### config.mk
export PLATFORM = sky130hd
export DESIGN_NAME = rx_word_buffer
export DESIGN_NICKNAME = d
export VERILOG_FILES = /design/src/rtl/rx_word_buffer_pkg.sv /design/src/rtl/rx_word_dp.sv /design/src/rtl/rx_word_ctrl.sv /design/src/rtl/rx_word_buffer.sv
export SDC_FILE = /design/constraint.sdc
export NUM_CORES = 1
export LEC_CHECK = 0
export ABC_AREA = 1
export BUFFER_PORTS_ARGS = -buffer_cell sky130_fd_sc_hd__buf_4
export CORE_ASPECT_RATIO = 1.5
export CORE_MARGIN = 5
export CORE_UTILIZATION = 55
export CTS_CLUSTER_DIAMETER = 150
export DETAILED_ROUTE_END_ITERATION = 12
export MAX_ROUTING_LAYER = met4
export PLACE_DENSITY = 0.73
export SYNTH_ARGS = -nofsm -noshare
export SYNTH_HDL_FRONTEND = slang
export SYNTH_SLANG_ARGS = --single-unit
### constraint.sdc
create_clock -name clk -period 5.9 [get_ports clk]
set_input_delay 1.18 -clock clk [delete_from_list [all_inputs] [get_ports clk]]
set_output_delay 1.18 -clock clk [all_outputs]
set_load 0.02 [all_outputs]
### src/rtl/rx_word_buffer_pkg.sv
package rx_word_buffer_pkg;
  // strobes issued by control to the datapath each cycle
  typedef struct packed {
    logic takeByte;   // place the incoming character into the next lane
    logic flushPart;  // move the partial word into the FIFO
    logic popWord;    // remove the oldest word
  } dpStrobe_t;
endpackage

### src/rtl/rx_word_dp.sv
module rx_word_dp
  import rx_word_buffer_pkg::*;
#(
  parameter int FIFO_DEPTH = 8,
  parameter int CW = $clog2(FIFO_DEPTH + 1),
  parameter int AW = (FIFO_DEPTH > 1) ? $clog2(FIFO_DEPTH) : 1
) (
  input  logic          clk,
  input  logic          rstN,
  input  dpStrobe_t     strobe,
  input  logic [7:0]    byteIn,
  output logic [31:0]   rdData,
  output logic [CW-1:0] wordCount,
  output logic [1:0]    packCnt,
  output logic          fifoFull
);
  logic [31:0] packReg;
  logic [31:0] mem [FIFO_DEPTH];
  logic [AW-1:0] wrPtr, rdPtr;
  logic wordDone, pushNow, popNow;
  logic [31:0] pushWord;

  assign wordDone = strobe.takeByte && (packCnt == 2'd3);
  assign pushNow  = wordDone || (strobe.flushPart && (packCnt != 2'd0));
  assign pushWord = wordDone ? {byteIn, packReg[23:0]} : packReg;
  assign popNow   = strobe.popWord && (wordCount != '0);
  assign fifoFull = (wordCount == CW'(FIFO_DEPTH));
  assign rdData   = mem[rdPtr];

  // packing register: lanes fill upward, cleared whenever its word leaves
  always_ff @(posedge clk) begin
    if (!rstN) begin
      packReg <= '0;
      packCnt <= 2'd0;
    end else if (strobe.takeByte) begin
      if (wordDone) begin
        packReg <= '0;
      end else begin
        packReg[{packCnt, 3'b000} +: 8] <= byteIn;
      end
      packCnt <= packCnt + 2'd1;
    end else if (strobe.flushPart) begin
      packReg <= '0;
      packCnt <= 2'd0;
    end
  end

  always_ff @(posedge clk) begin
    if (pushNow) mem[wrPtr] <= pushWord;
  end

  always_ff @(posedge clk) begin
    if (!rstN) begin
      wrPtr     <= '0;
      rdPtr     <= '0;
      wordCount <= '0;
    end else begin
      if (pushNow) wrPtr <= (wrPtr == AW'(FIFO_DEPTH - 1)) ? '0 : wrPtr + AW'(1);
      if (popNow)  rdPtr <= (rdPtr == AW'(FIFO_DEPTH - 1)) ? '0 : rdPtr + AW'(1);
      case ({pushNow, popNow})
        2'b10:   wordCount <= wordCount + CW'(1);
        2'b01:   wordCount <= wordCount - CW'(1);
        default: wordCount <= wordCount;
      endcase
    end
  end

  // control never lets a word in while the FIFO is full
  p_no_overflow_r9: assert property (@(posedge clk) disable iff (!rstN)
    pushNow |-> (wordCount < CW'(FIFO_DEPTH)));

  // without a take or flush the packing state holds
  p_pack_hold_r1: assert property (@(posedge clk) disable iff (!rstN)
    (!strobe.takeByte && !strobe.flushPart) |=> $stable(packCnt));

  // a flush leaves the partial word empty
  p_flush_empties_r7: assert property (@(posedge clk) disable iff (!rstN)
    (strobe.flushPart && !strobe.takeByte) |=> (packCnt == 2'd0));

  // count stays within the storage
  p_count_bound_r3: assert property (@(posedge clk) disable iff (!rstN)
    wordCount <= CW'(FIFO_DEPTH));
endmodule

### src/rtl/rx_word_ctrl.sv
module rx_word_ctrl
  import rx_word_buffer_pkg::*;
#(
  parameter int FIFO_DEPTH = 8,
  parameter int TIMEOUT_TICKS = 64,
  parameter int CW = $clog2(FIFO_DEPTH + 1),
  parameter int TW = (TIMEOUT_TICKS > 1) ? $clog2(TIMEOUT_TICKS) : 1
) (
  input  logic          clk,
  input  logic          rstN,
  input  logic          byteValid,
  input  logic          byteGood,
  input  logic          baudTick,
  input  logic [CW-1:0] threshold,
  input  logic          rdEn,
  input  logic [CW-1:0] wordCount,
  input  logic [1:0]    packCnt,
  input  logic          fifoFull,
  output dpStrobe_t     strobe,
  output logic          thrIrq,
  output logic          toIrq,
  output logic          overrun,
  output logic [2:0]    lastLen
);
  logic goodByte, take, popReq, held, above, runTimer, restart, hit, flush;
  logic pushes, empties;
  logic [TW-1:0] timer;
  logic [CW-1:0] nextCount;

  assign goodByte = byteValid && byteGood;
  assign take     = goodByte && !fifoFull;
  assign popReq   = rdEn && (wordCount != '0);
  assign held     = (wordCount != '0) || (packCnt != 2'd0);
  assign above    = wordCount > threshold;
  assign runTimer = held && !above && !toIrq;
  assign restart  = goodByte || popReq;
  assign hit      = runTimer && !restart && baudTick && (timer == TW'(TIMEOUT_TICKS - 1));
  assign flush    = hit && (packCnt != 2'd0) && !fifoFull;

  assign pushes   = (take && (packCnt == 2'd3)) || flush;
  assign empties  = popReq && (wordCount == CW'(1)) && !pushes;

  always_comb begin
    nextCount = wordCount;
    if (pushes && !popReq) nextCount = wordCount + CW'(1);
    else if (!pushes && popReq) nextCount = wordCount - CW'(1);
  end

  always_comb begin
    strobe.takeByte  = take;
    strobe.flushPart = flush;
    strobe.popWord   = popReq;
  end

  // idle timer in baud ticks
  always_ff @(posedge clk) begin
    if (!rstN) begin
      timer <= '0;
    end else if (restart || !runTimer) begin
      timer <= '0;
    end else if (baudTick) begin
      timer <= hit ? '0 : timer + TW'(1);
    end
  end

  always_ff @(posedge clk) begin
    if (!rstN) begin
      thrIrq  <= 1'b0;
      toIrq   <= 1'b0;
      overrun <= 1'b0;
      lastLen <= 3'd4;
    end else begin
      thrIrq <= nextCount > threshold;
      if (hit) toIrq <= 1'b1;
      else if (empties) toIrq <= 1'b0;
      if (goodByte && fifoFull) overrun <= 1'b1;
      if (hit && packCnt == 2'd0) lastLen <= 3'd4;
      else if (flush) lastLen <= {1'b0, packCnt};
    end
  end

  // level flag tracks the stored count
  p_thr_level_r4: assert property (@(posedge clk) disable iff (!rstN)
    $stable(threshold) |-> (thrIrq == (wordCount > threshold)));

  // idle flag only rises on a baud tick
  p_to_on_tick_r5: assert property (@(posedge clk) disable iff (!rstN)
    $rose(toIrq) |-> $past(baudTick));

  // nothing held means the timer rests at zero
  p_timer_idle_r5: assert property (@(posedge clk) disable iff (!rstN)
    !held |=> (timer == '0));

  // overrun is sticky
  p_overrun_sticky_r9: assert property (@(posedge clk) disable iff (!rstN)
    overrun |=> overrun);

  // length indicator stays in range
  p_len_range_r7: assert property (@(posedge clk) disable iff (!rstN)
    (lastLen >= 3'd1) && (lastLen <= 3'd4));
endmodule

### src/rtl/rx_word_buffer.sv
module rx_word_buffer
  import rx_word_buffer_pkg::*;
#(
  parameter int FIFO_DEPTH = 8,
  parameter int TIMEOUT_TICKS = 64,
  localparam int CW = $clog2(FIFO_DEPTH + 1)
) (
  input  logic          clk,
  input  logic          rstN,
  input  logic          byteValid,
  input  logic [7:0]    byteData,
  input  logic          byteGood,
  input  logic          baudTick,
  input  logic [CW-1:0] threshold,
  input  logic          rdEn,
  output logic [31:0]   rdData,
  output logic [CW-1:0] wordCount,
  output logic          fifoEmpty,
  output logic [2:0]    lastLen,
  output logic          thrIrq,
  output logic          toIrq,
  output logic          overrun
);
  dpStrobe_t  strobe;
  logic [1:0] packCnt;
  logic       fifoFull;

  rx_word_ctrl #(
    .FIFO_DEPTH(FIFO_DEPTH),
    .TIMEOUT_TICKS(TIMEOUT_TICKS),
    .CW(CW)
  ) u_ctrl (
    .clk(clk), .rstN(rstN),
    .byteValid(byteValid), .byteGood(byteGood), .baudTick(baudTick),
    .threshold(threshold), .rdEn(rdEn),
    .wordCount(wordCount), .packCnt(packCnt), .fifoFull(fifoFull),
    .strobe(strobe), .thrIrq(thrIrq), .toIrq(toIrq),
    .overrun(overrun), .lastLen(lastLen)
  );

  rx_word_dp #(
    .FIFO_DEPTH(FIFO_DEPTH),
    .CW(CW)
  ) u_dp (
    .clk(clk), .rstN(rstN), .strobe(strobe), .byteIn(byteData),
    .rdData(rdData), .wordCount(wordCount), .packCnt(packCnt),
    .fifoFull(fifoFull)
  );

  assign fifoEmpty = (wordCount == '0);
endmodule

==> results of run 1 <==
-- layout make-up --
type / instances / area (µm²)
Clock buffer: 40 / 734.5
Clock inverter: 9 / 56.30
Fill cell: 1805 / 8730
Inverter: 49 / 192.7
Multi-Input combinational cell: 705 / 3573
Sequential cell: 315 / 8874
Tap cell: 315 / 394.1
Timing Repair Buffer: 67 / 503.0
-- routing by layer --
metal / wire length (µm) / vias up / GRT usage (%)
met5: 0 / - / -
met4: 600 / 0 / 5.321
met3: 1401 / 51 / 2.345
met2: 14340 / 242 / 38.06
met1: 10440 / 4152 / 24.32
li1: - / 4061 / -
-- metrics by stage --
step / power (W) / area, µm² / setup WS [ns] / hold WS (ns)
after floorplan: 0.004010 / 12840 / 1.953 / 0.4226
after global placement: 0.004719 / 13540 / 1.833 / 0.4309
after detailed placement: 0.004765 / 13540 / 1.749 / 0.4372
after CTS: 0.006342 / 14330 / 1.430 / 0.4470
after global routing: 0.006655 / 14330 / 1.161 / 0.4703
final: 0.006296 / 14330 / 1.499 / 0.4491
-- worst register-to-register path, delay by kind of cell, from the launching register on --
kind / cells / cell delay, ns
simple gates: 7 / 2.39
flops: 1 / 0.44
fa+ha+maj: 1 / 0.28
buf+inv: 1 / 0.17
-- flip-flops by register name (all words and copies together), names as in the netlist, named ones only --
signal,flops
u_dp.mem,256
u_dp.packReg,32
u_ctrl.timer,6
u_dp.wordCount,4
u_ctrl.lastLen,3
u_dp.rdPtr,3
u_dp.wrPtr,3
u_dp.packCnt,2
u_ctrl.overrun,1
u_ctrl.thrIrq,1
u_ctrl.toIrq,1
-- final timing paths --
| check | from | endpoint | slack, ns | cells after the start |
|---|---|---|---|---|
| worst min-delay path | u_dp.packReg[25] | u_dp.packReg[25] | 0.45 | 2 |
| worst min register to register | u_dp.packReg[25] | u_dp.packReg[25] | 0.45 | 2 |
| worst max-delay path | flip-flop | rdData[21] | 1.50 | 7 |
| worst max register to register | u_dp.wordCount[0] | u_dp.mem[3][8] | 2.22 | 9 |
-- where the power goes --
part	total, W	switching [W]	internal (W)
clock network	0.00160	0.000735	0.000866
registers	0.00255	0.000120	0.00243
logic	0.00215	0.00139	0.000763
-- kinds of logic after synthesis --
kind of cell	Yosys count	synth area share, %
AO/OA/AOI/OAI	254	10.62
AND/OR/NAND/NOR	419	13.96
buffers and inverters	108	3.498
flip-flops	315	69.06
adder cells (fa/ha/maj)	22	2.144
XOR/XNOR	7	0.4775
multiplexers	3	0.2339
-- layout by cell type (no fill, tap or decap), types with 2 or more instances in the layout --
| master | netlist | layout |
|---|---|---|
| nor2_1 | 265 | 261 |
| edfxtp_1 | 256 | 256 |
| o21ai_0 | 139 | 139 |
| nand2_1 | 77 | 77 |
| buf_4 | 1 | 67 |
| dfxtp_1 | 59 | 57 |
| a21oi_1 | 48 | 48 |
| inv_1 | 41 | 40 |
| o22ai_1 | 32 | 32 |
| a31oi_1 | 32 | 32 |
| clkbuf_16 | 0 | 27 |
| nand3_1 | 24 | 24 |
| ha_1 | 22 | 22 |
| nor3_1 | 20 | 20 |
| nor2_4 | 4 | 12 |
| clkbuf_1 | 40 | 12 |
| clkinv_2 | 0 | 9 |
| nand2_4 | 6 | 6 |
| nand4_1 | 6 | 6 |
| inv_2 | 3 | 4 |
| xor2_1 | 4 | 4 |
| nand3_2 | 3 | 3 |
| nand2_2 | 3 | 3 |
| xnor2_1 | 3 | 3 |
| mux2i_1 | 3 | 3 |
| clkinv_1 | 3 | 2 |
| nor3b_1 | 2 | 2 |
==> run_results.csv, run 1 <==
group,metric,value,unit
hold_path,min_path_type,"flip-flop to flip-flop",
sta,finClkSkew,0.01069,ns
clock_network,cts_max_level,1,
sta,final_max_slew_viol_count,0,
synth,synthCells,1128,
setup_path,cpPeakStageDelay,0.72,ns
floorplanning,die_w,134.8,µm
finish,final_util,62.14,%
sta,layout_min_cycle_time,4.401,ns
power_and_ir_drop,peakVddDrop,0.3316,mV
synth,ys_seq_area_share,69.06,%
floorplanning,die_h,197.1,µm
floorplanning,core,23060,µm²
route,wl_per_cell,17.85,µm
clock_network,clock-sinks,315,
sta,setup_tns,0,ns
route,ant_nets,0,
synth,yosysTopAreaCellShare,59.87,%
setup_path,worstSetupEndpointType,"output pin",
clock_network,cts_hold_buf,0,
sta,finalCritPeriodShare,74.59,%
synth,synth_area,12840,µm²
clock_network,clockBufferDepth,3,
clock_network,post_cts_buffers,0,
synth,synth_top_area_cell,"edfxtp_1",
clock_network,cts_root_buffer,"clkbuf_16",
place,dpl.hpwl,16150,µm
synth,synth.avg_cell_area,11.38,µm²
sta,rsz0062_at_grt,"false",
job,drv_cap,0,
synth,ys_types,38,
place,place.gp.congestion,0.8533,
global_routing,grt_pass1_vias,8377,
route,wirelength,26780,µm
synth,synthFlopType,"edfxtp_1",
sta,setup-violations-final,0,
route,drt_iter0_drc,832,
synth,ys_ff_latch,315,
route,drc,0,
floorplanning,io_pins,61,
sta,slew_headroom,19.78,%
sta,worstMarginPinSlew,1.200,ns
finish,fin_nets,1205,
setup_path,cp_num_buf_inv,3,
floorplanning,row_count,68,
status,outcome,"completed",
finish,area_growth,11.58,%
floorplanning,die_area,26570,µm²
synth,ys_warn_count,0,
setup_path,setup.worst_path.class,"flip-flop to output pin",
setup_path,start_kind,"flip-flop",
setup_path,cp_common_cell,"buf_4",
global_routing,overflow,0,
global_routing,grtUsageTotal,20.79,%
setup_path,crit_chain,"clkinv_2, buf_4, o21ai_0, o22ai_1, nor2_1, a31oi_1, buf_4",
route,vias_per_cell,5.671,
synth,synth_edf_count,256,
global_routing,grt_max_degree,78,
sta,hold_viol_final,0,
finish,final_cells,1500,
synth,synth_common_cells,"nor2_1 (265), edfxtp_1 (256), o21ai_0 (139)",
power_and_ir_drop,p_leak,5.037,nW
power_and_ir_drop,p_per_area,439.4,nW/µm²
clock_network,cts_tree,"built",
place,io_buffers,60,
setup_path,cp_max_fo,53,
setup_path,cp_slowest_cell,"dfxtp_4",
place,numPlacedInstances,1451,
setup_path,crit_required,4.72,ns
route,routed-via-count,8506,
clock_network,cts_resized,0,
clock_network,cts_buffers,27,
synth,yosysMostFrequentCell,"nor2_1",
clock_network,clk-insertion-delay-late,0.53,ns
synth,ys_top_cells_by_area,"edfxtp_1 (60%), dfxtp_1 (9.2%), nor2_1 (7.7%)",
global_routing,grt_pass1_wl,42840,µm
synth,async_flop_share,0,%
clock_network,clk_pin_slew,0.07,ns
setup_path,arrival,3.22,ns
finish,drive_above_1_share,11.90,%
sta,clock.fmax,227.2,MHz
floorplanning,start_util,55.69,%
setup_path,cpLargestDelayFamily,"buffers and inverters",
global_routing,grt_antenna_before_repair,0,
finish,diodes,0,
route,drt_pre_antenna_iters,5,
synth,syn-num-nets,1168,
Power figures use the tool's default switching activity.
==> run 2: changes to the inputs <==
--- a/config.mk
+++ b/config.mk
@@ -13,7 +13,7 @@
 export CTS_CLUSTER_DIAMETER = 150
 export DETAILED_ROUTE_END_ITERATION = 12
 export MAX_ROUTING_LAYER = met4
-export PLACE_DENSITY = 0.73
+export PLACE_DENSITY = 0.75
 export SYNTH_ARGS = -nofsm -noshare
 export SYNTH_HDL_FRONTEND = slang
 export SYNTH_SLANG_ARGS = --single-unit
==> constraint.sdc (replaced) <==
create_clock -name clk -period 3.95 [get_ports clk]
set_input_delay 0.79 -clock clk [delete_from_list [all_inputs] [get_ports clk]]
set_output_delay 0.79 -clock clk [all_outputs]
set_load 0.02 [all_outputs]
==> run_results.csv, run 2 (synthesis gave the netlist of run 1 again) <==
group,metric,value,unit
global_routing,grt_antenna_before_repair,0,
clock_network,post_cts_buffers,0,
place,io_buffers,60,
floorplanning,start_util,55.69,%
global_routing,grtUsageTotal,21.78,%
setup_path,crit_chain,"clkinv_2, buf_4, o21ai_0, o22ai_1, nor2_1, a31oi_1, buf_4",
floorplanning,die_w,134.8,µm
route,vias_per_cell,5.603,
finish,fin_nets,1219,
clock_network,clk_pin_slew,0.07,ns
place,dpl_cell_area,13670,µm²
floorplanning,io_pins,61,
hold_path,min_to,"u_dp.packReg[29]",
clock_network,clockBufferDepth,3,
setup_path,arrival,2.78,ns
finish,layout_common_cells,"nor2_1 (261), edfxtp_1 (256), o21ai_0 (139), buf_4 (79), nand2_1 (77)",
place,place.gp.congestion,0.8798,
route,drc,0,
sta,finalCritPeriodShare,90.29,%
clock_network,clk-insertion-delay-late,0.54,ns
sta,worstMarginPinSlew,1.009,ns
clock_network,cts_buffers,27,
sta,rsz0062_at_grt,"false",
sta,slew_headroom,32.66,%
setup_path,cp_common_cell,"buf_4",
finish,largest-register,"u_dp.mem",
finish,largest_register_ffs,256,
finish,diodes,0,
floorplanning,core,23060,µm²
setup_path,timing.rr.end,"u_dp.mem[5][31]",
hold_path,worstHoldStart,"u_dp.packReg[29]",
setup_path,cpPeakStageDelay,0.71,ns
status,outcome,"completed",
place,dpl.hpwl,17700,µm
global_routing,grt_pass1_vias,8620,
route,drt_iter0_drc,658,
power_and_ir_drop,p_per_area,664.5,nW/µm²
global_routing,grt_max_degree,105,
floorplanning,die_area,26570,µm²
setup_path,worstSetupEndpointType,"output pin",
route,routed-via-count,8489,
setup_path,r2r_start,"u_dp.wordCount[0]",
finish,final_cells,1515,
hold_path,hold_depth,2,
route,wirelength,28230,µm
sta,setup-violations-final,0,
clock_network,cts_root_buffer,"clkbuf_16",
sta,finClkSkew,0.01290,ns
global_routing,overflow,0,
finish,filler_cell_count,1742,
route,wl_per_cell,18.64,µm
floorplanning,die_h,197.1,µm
clock_network,cts_max_level,1,
setup_path,r2r_slack,0.70,ns
setup_path,cp_max_fo,104,
global_routing,grt_pass1_wl,44600,µm
finish,final_common_cell,"nor2_1",
sta,hold_viol_final,0,
sta,final_max_slew_viol_count,0,
finish,largest_registers,"u_dp.mem (256), u_dp.packReg (32), u_ctrl.timer (6)",
job,drv_cap,0,
floorplanning,row_count,68,
route,ant_nets,0,
setup_path,crit_required,3.16,ns
finish,final_area,14540,µm²
sta,clock.fmax,280.4,MHz
power_and_ir_drop,p_leak,5.153,nW
finish,drive_above_1_share,13.33,%
clock_network,cts_tree,"built",
route,drt_pre_antenna_iters,5,
power_and_ir_drop,peakVddDrop,0.4853,mV
clock_network,cts_hold_buf,0,
clock_network,clock-sinks,315,
hold_path,min_path_type,"flip-flop to flip-flop",
finish,area_growth,13.26,%
place,numPlacedInstances,1465,
setup_path,start_kind,"flip-flop",
sta,layout_min_cycle_time,3.566,ns
setup_path,cp_slowest_cell,"buf_4",
setup_path,reg2regPathDepth,10,
sta,setup_tns,0,ns
clock_network,cts_resized,0,
setup_path,setup.worst_path.class,"flip-flop to output pin",
==> run 2: changes by cell type in the layout (fill, tap and decap cells not counted), moves of 2 or more <==
cell / previous run / this run
buf_4: 67 / 79
clkbuf_1: 12 / 7
bufinv_16: 0 / 3
buf_12: 0 / 2
clkinvlp_4: 0 / 2
==> run 2: power breakdown <==
group	total, W	switching, W	leakage (nW)	internal, W
clock network	0.00262	0.00113	0.428	0.00148
logic	0.00331	0.00215	1.84	0.00117
registers	0.00373	0.000111	2.88	0.00362
total	0.00966	0.00339	5.15	0.00627
==> run 2: routing by layer <==
layer  vias up  routed length [µm]  global-route usage, %
li1       4084                   -                      -
met1      4119               11100                  25.97
met2       233               15070                  38.80
met3        53                1365                  2.039
met4         0                 696                  7.321
met5         -                   0                      -
==> run 2: area by class of cell <==
cell class | instances | area [µm²] | area share (%)
sequential | 315 | 8874 | 61.01
multi-input combinational | 705 | 3573 | 24.57
clock buffer | 35 | 715.7 | 4.921
timing repair buffer | 81 | 633.1 | 4.353
tap | 315 | 394.1 | 2.710
inverter | 49 | 192.7 | 1.325
clock inverter | 15 | 161.4 | 1.110
==> run 2: how the worst max path moves through the flow <==
| stage | startpoint | to | slack (ns) | cells past startpoint |
|---|---|---|---|---|
| 2_1_floorplan | threshold[3] | u_dp.mem[1][0] | 0.39 | 11 |
| 4_1_cts | flip-flop | rdData[20] | 0.32 | 7 |
| 3_5_place_dp | threshold[1] | u_dp.mem[0][21] | 0.61 | 14 |
| 3_3_place_gp | threshold[3] | u_dp.mem[5][10] | 0.70 | 11 |
| 5_1_grt | flip-flop | rdData[20] | 0.15 | 7 |
| 6_report | flip-flop | rdData[18] | 0.38 | 7 |
==> run 2: critical path: cells and delay by family, from the launching register on <==
family / cells / cell delay (ns)
buffers and inverters: 3 / 0.96
DFF: 1 / 0.42
AOI/OAI and AO/OA: 3 / 0.71
and+or+nand+nor: 1 / 0.07
==> run 2: through the flow <==
stage | util [%] | worst slack, ns | total power, W | hold WS [ns]
2_1_floorplan | - | 0.3934 | 0.005990 | 0.4226
3_3_place_gp | 59.27 | 0.6981 | 0.007089 | 0.4324
3_5_place_dp | 59.27 | 0.6055 | 0.007140 | 0.4379
4_1_cts | 63.08 | 0.3219 | 0.009741 | 0.4486
5_1_grt | 63.08 | 0.1490 | 0.01019 | 0.4703
6_report | 63.08 | 0.3837 | 0.009664 | 0.4511
==> run 3: changes to the inputs <==
--- a/config.mk
+++ b/config.mk
@@ -14,6 +14,7 @@
 export DETAILED_ROUTE_END_ITERATION = 12
 export MAX_ROUTING_LAYER = met4
 export PLACE_DENSITY = 0.75
+export REMOVE_ABC_BUFFERS = 1
 export SYNTH_ARGS = -nofsm -noshare
 export SYNTH_HDL_FRONTEND = slang
 export SYNTH_SLANG_ARGS = --single-unit
==> run_results.csv, run 3 (synthesis gave the netlist of run 1 again) <==
group,metric,value,unit
finish,area_growth,14.37,%
floorplanning,io_pins,61,
setup_path,cp_max_fo,64,
global_routing,grt_antenna_before_repair,0,
sta,rsz0062_at_grt,"false",
sta,finClkSkew,0.01655,ns
power_and_ir_drop,p_total,0.009946,W
setup_path,reg2regPathDepth,11,
setup_path,crit_chain,"buf_4, o21ai_0, o22ai_1, nor2_1, a31oi_1, buf_4",
job,drv_cap,0,
clock_network,cts_root_buffer,"clkbuf_16",
finish,final_area,14690,µm²
finish,drive_above_1_share,13.50,%
finish,final_common_cell,"nor2_1",
route,drc,0,
global_routing,grt_pass1_wl,45640,µm
finish,final_util,63.70,%
floorplanning,die_area,26570,µm²
sta,timing.final.ws_setup,0.6405,ns
route,wirelength,28740,µm
setup_path,worstSetupEndpointType,"output pin",
sta,clock.fmax,302.2,MHz
finish,fin_nets,1219,
place,io_buffers,60,
floorplanning,row_count,68,
finish,layout_common_cells,"nor2_1 (261), edfxtp_1 (256), o21ai_0 (139), nand2_1 (77), buf_4 (75)",
finish,largest_register_ffs,256,
route,wl_per_cell,18.97,µm
floorplanning,die_h,197.1,µm
setup_path,start_kind,"flip-flop",
clock_network,cts_buffers,27,
setup_path,worst-path-stages,6,
power_and_ir_drop,peakVddDrop,0.5004,mV
floorplanning,die_w,134.8,µm
finish,diodes,0,
sta,final_max_slew_viol_count,0,
sta,hold_viol_final,0,
clock_network,cts_max_level,1,
finish,largest_registers,"u_dp.mem (256), u_dp.packReg (32), u_ctrl.timer (6)",
finish,largest-register,"u_dp.mem",
power_and_ir_drop,p_per_area,677.2,nW/µm²
clock_network,clockBufferDepth,3,
setup_path,cp_num_buf_inv,2,
clock_network,cts_resized,0,
status,outcome,"completed",
place,dpl.hpwl,18040,µm
sta,worstMarginPinSlew,0.7651,ns
floorplanning,start_util,55.69,%
global_routing,grt_pass1_vias,8610,
clock_network,cts_tree,"built",
sta,slew_headroom,48.99,%
place,dpl_worst_slack,0.5691,ns
floorplanning,core,23060,µm²
place,dpl_cell_area,13720,µm²
global_routing,overflow,0,
route,drt_iter0_drc,825,
setup_path,cp_common_cell,"buf_4",
setup_path,cp_slowest_cell,"buf_4",
clock_network,cts_hold_buf,0,
setup_path,setup.worst_path.class,"flip-flop to output pin",
hold_path,min_path_type,"flip-flop to flip-flop",
clock_network,clk_pin_slew,0.07,ns
route,drt_pre_antenna_iters,7,
sta,finalCritPeriodShare,83.78,%
hold_path,hold_depth,2,
clock_network,post_cts_buffers,0,
place,place.gp.congestion,0.8747,
setup_path,cpLargestDelayFamily,"buffers and inverters",
route,vias_per_cell,5.682,
sta,setup-violations-final,0,
power_and_ir_drop,p_leak,5.214,nW
setup_path,arrival,2.52,ns
route,ant_nets,0,
setup_path,crit_required,3.16,ns
sta,layout_min_cycle_time,3.309,ns
global_routing,grtUsageTotal,22.30,%
route,routed-via-count,8608,
clock_network,clk-insertion-delay-late,0.53,ns
global_routing,grt_max_degree,129,
sta,whs,0.4535,ns
clock_network,clock-sinks,315,
setup_path,cpPeakStageDelay,0.57,ns
==> run 3: area by class of cell <==
class                           count  area [µm²]
Clock inverter                     15       200.2
Fill cell                        1729        8371
Timing Repair Buffer               81       683.2
Clock buffer                       35       769.5
Sequential cell                   315        8874
Inverter                           49       192.7
Multi-Input combinational cell    705        3573
Tap cell                          315       394.1
==> run 3: worst min-delay path: stages, from the launching register on <==
cell and delay [ns]:
dfxtp_1 0.30, inv_1 0.06, nor3_1 0.05
==> run 3: stage by stage <==
step	cells	setup TNS, ns
finish	1515	0
global route	1515	0
CTS	1515	0
detailed placement	1465	0
global placement	1465	0
floorplan	1069	-56.46
==> run 3: worst paths after layout <==
check | from | endpoint | slack, ns
max | flip-flop | rdData[15] | 0.64
min | u_dp.packReg[24] | u_dp.packReg[24] | 0.45
max reg2reg | u_dp.packCnt[0] | u_dp.mem[6][4] | 0.82
min reg2reg | u_dp.packReg[24] | u_dp.packReg[24] | 0.45
==> run 3: per-layer routing <==
layer / wire length [µm] / track usage, % / part of all wire [%] / vias up
met1: 10920 / 26.37 / 38 / 4170
met3: 1578 / 2.523 / 5.5 / 53
met5: 0 / - / 0 / -
li1: - / - / - / 4093
met2: 15430 / 39.93 / 54 / 292
met4: 822 / 6.906 / 2.9 / 0
==> run 3: power breakdown <==
part           internal, W  total [W]  switching [W]  leakage [nW]
clock network      0.00166    0.00283        0.00117         0.472
logic              0.00119    0.00341        0.00222          1.86
registers          0.00362    0.00370      0.0000829          2.88
total              0.00647    0.00995        0.00347          5.21
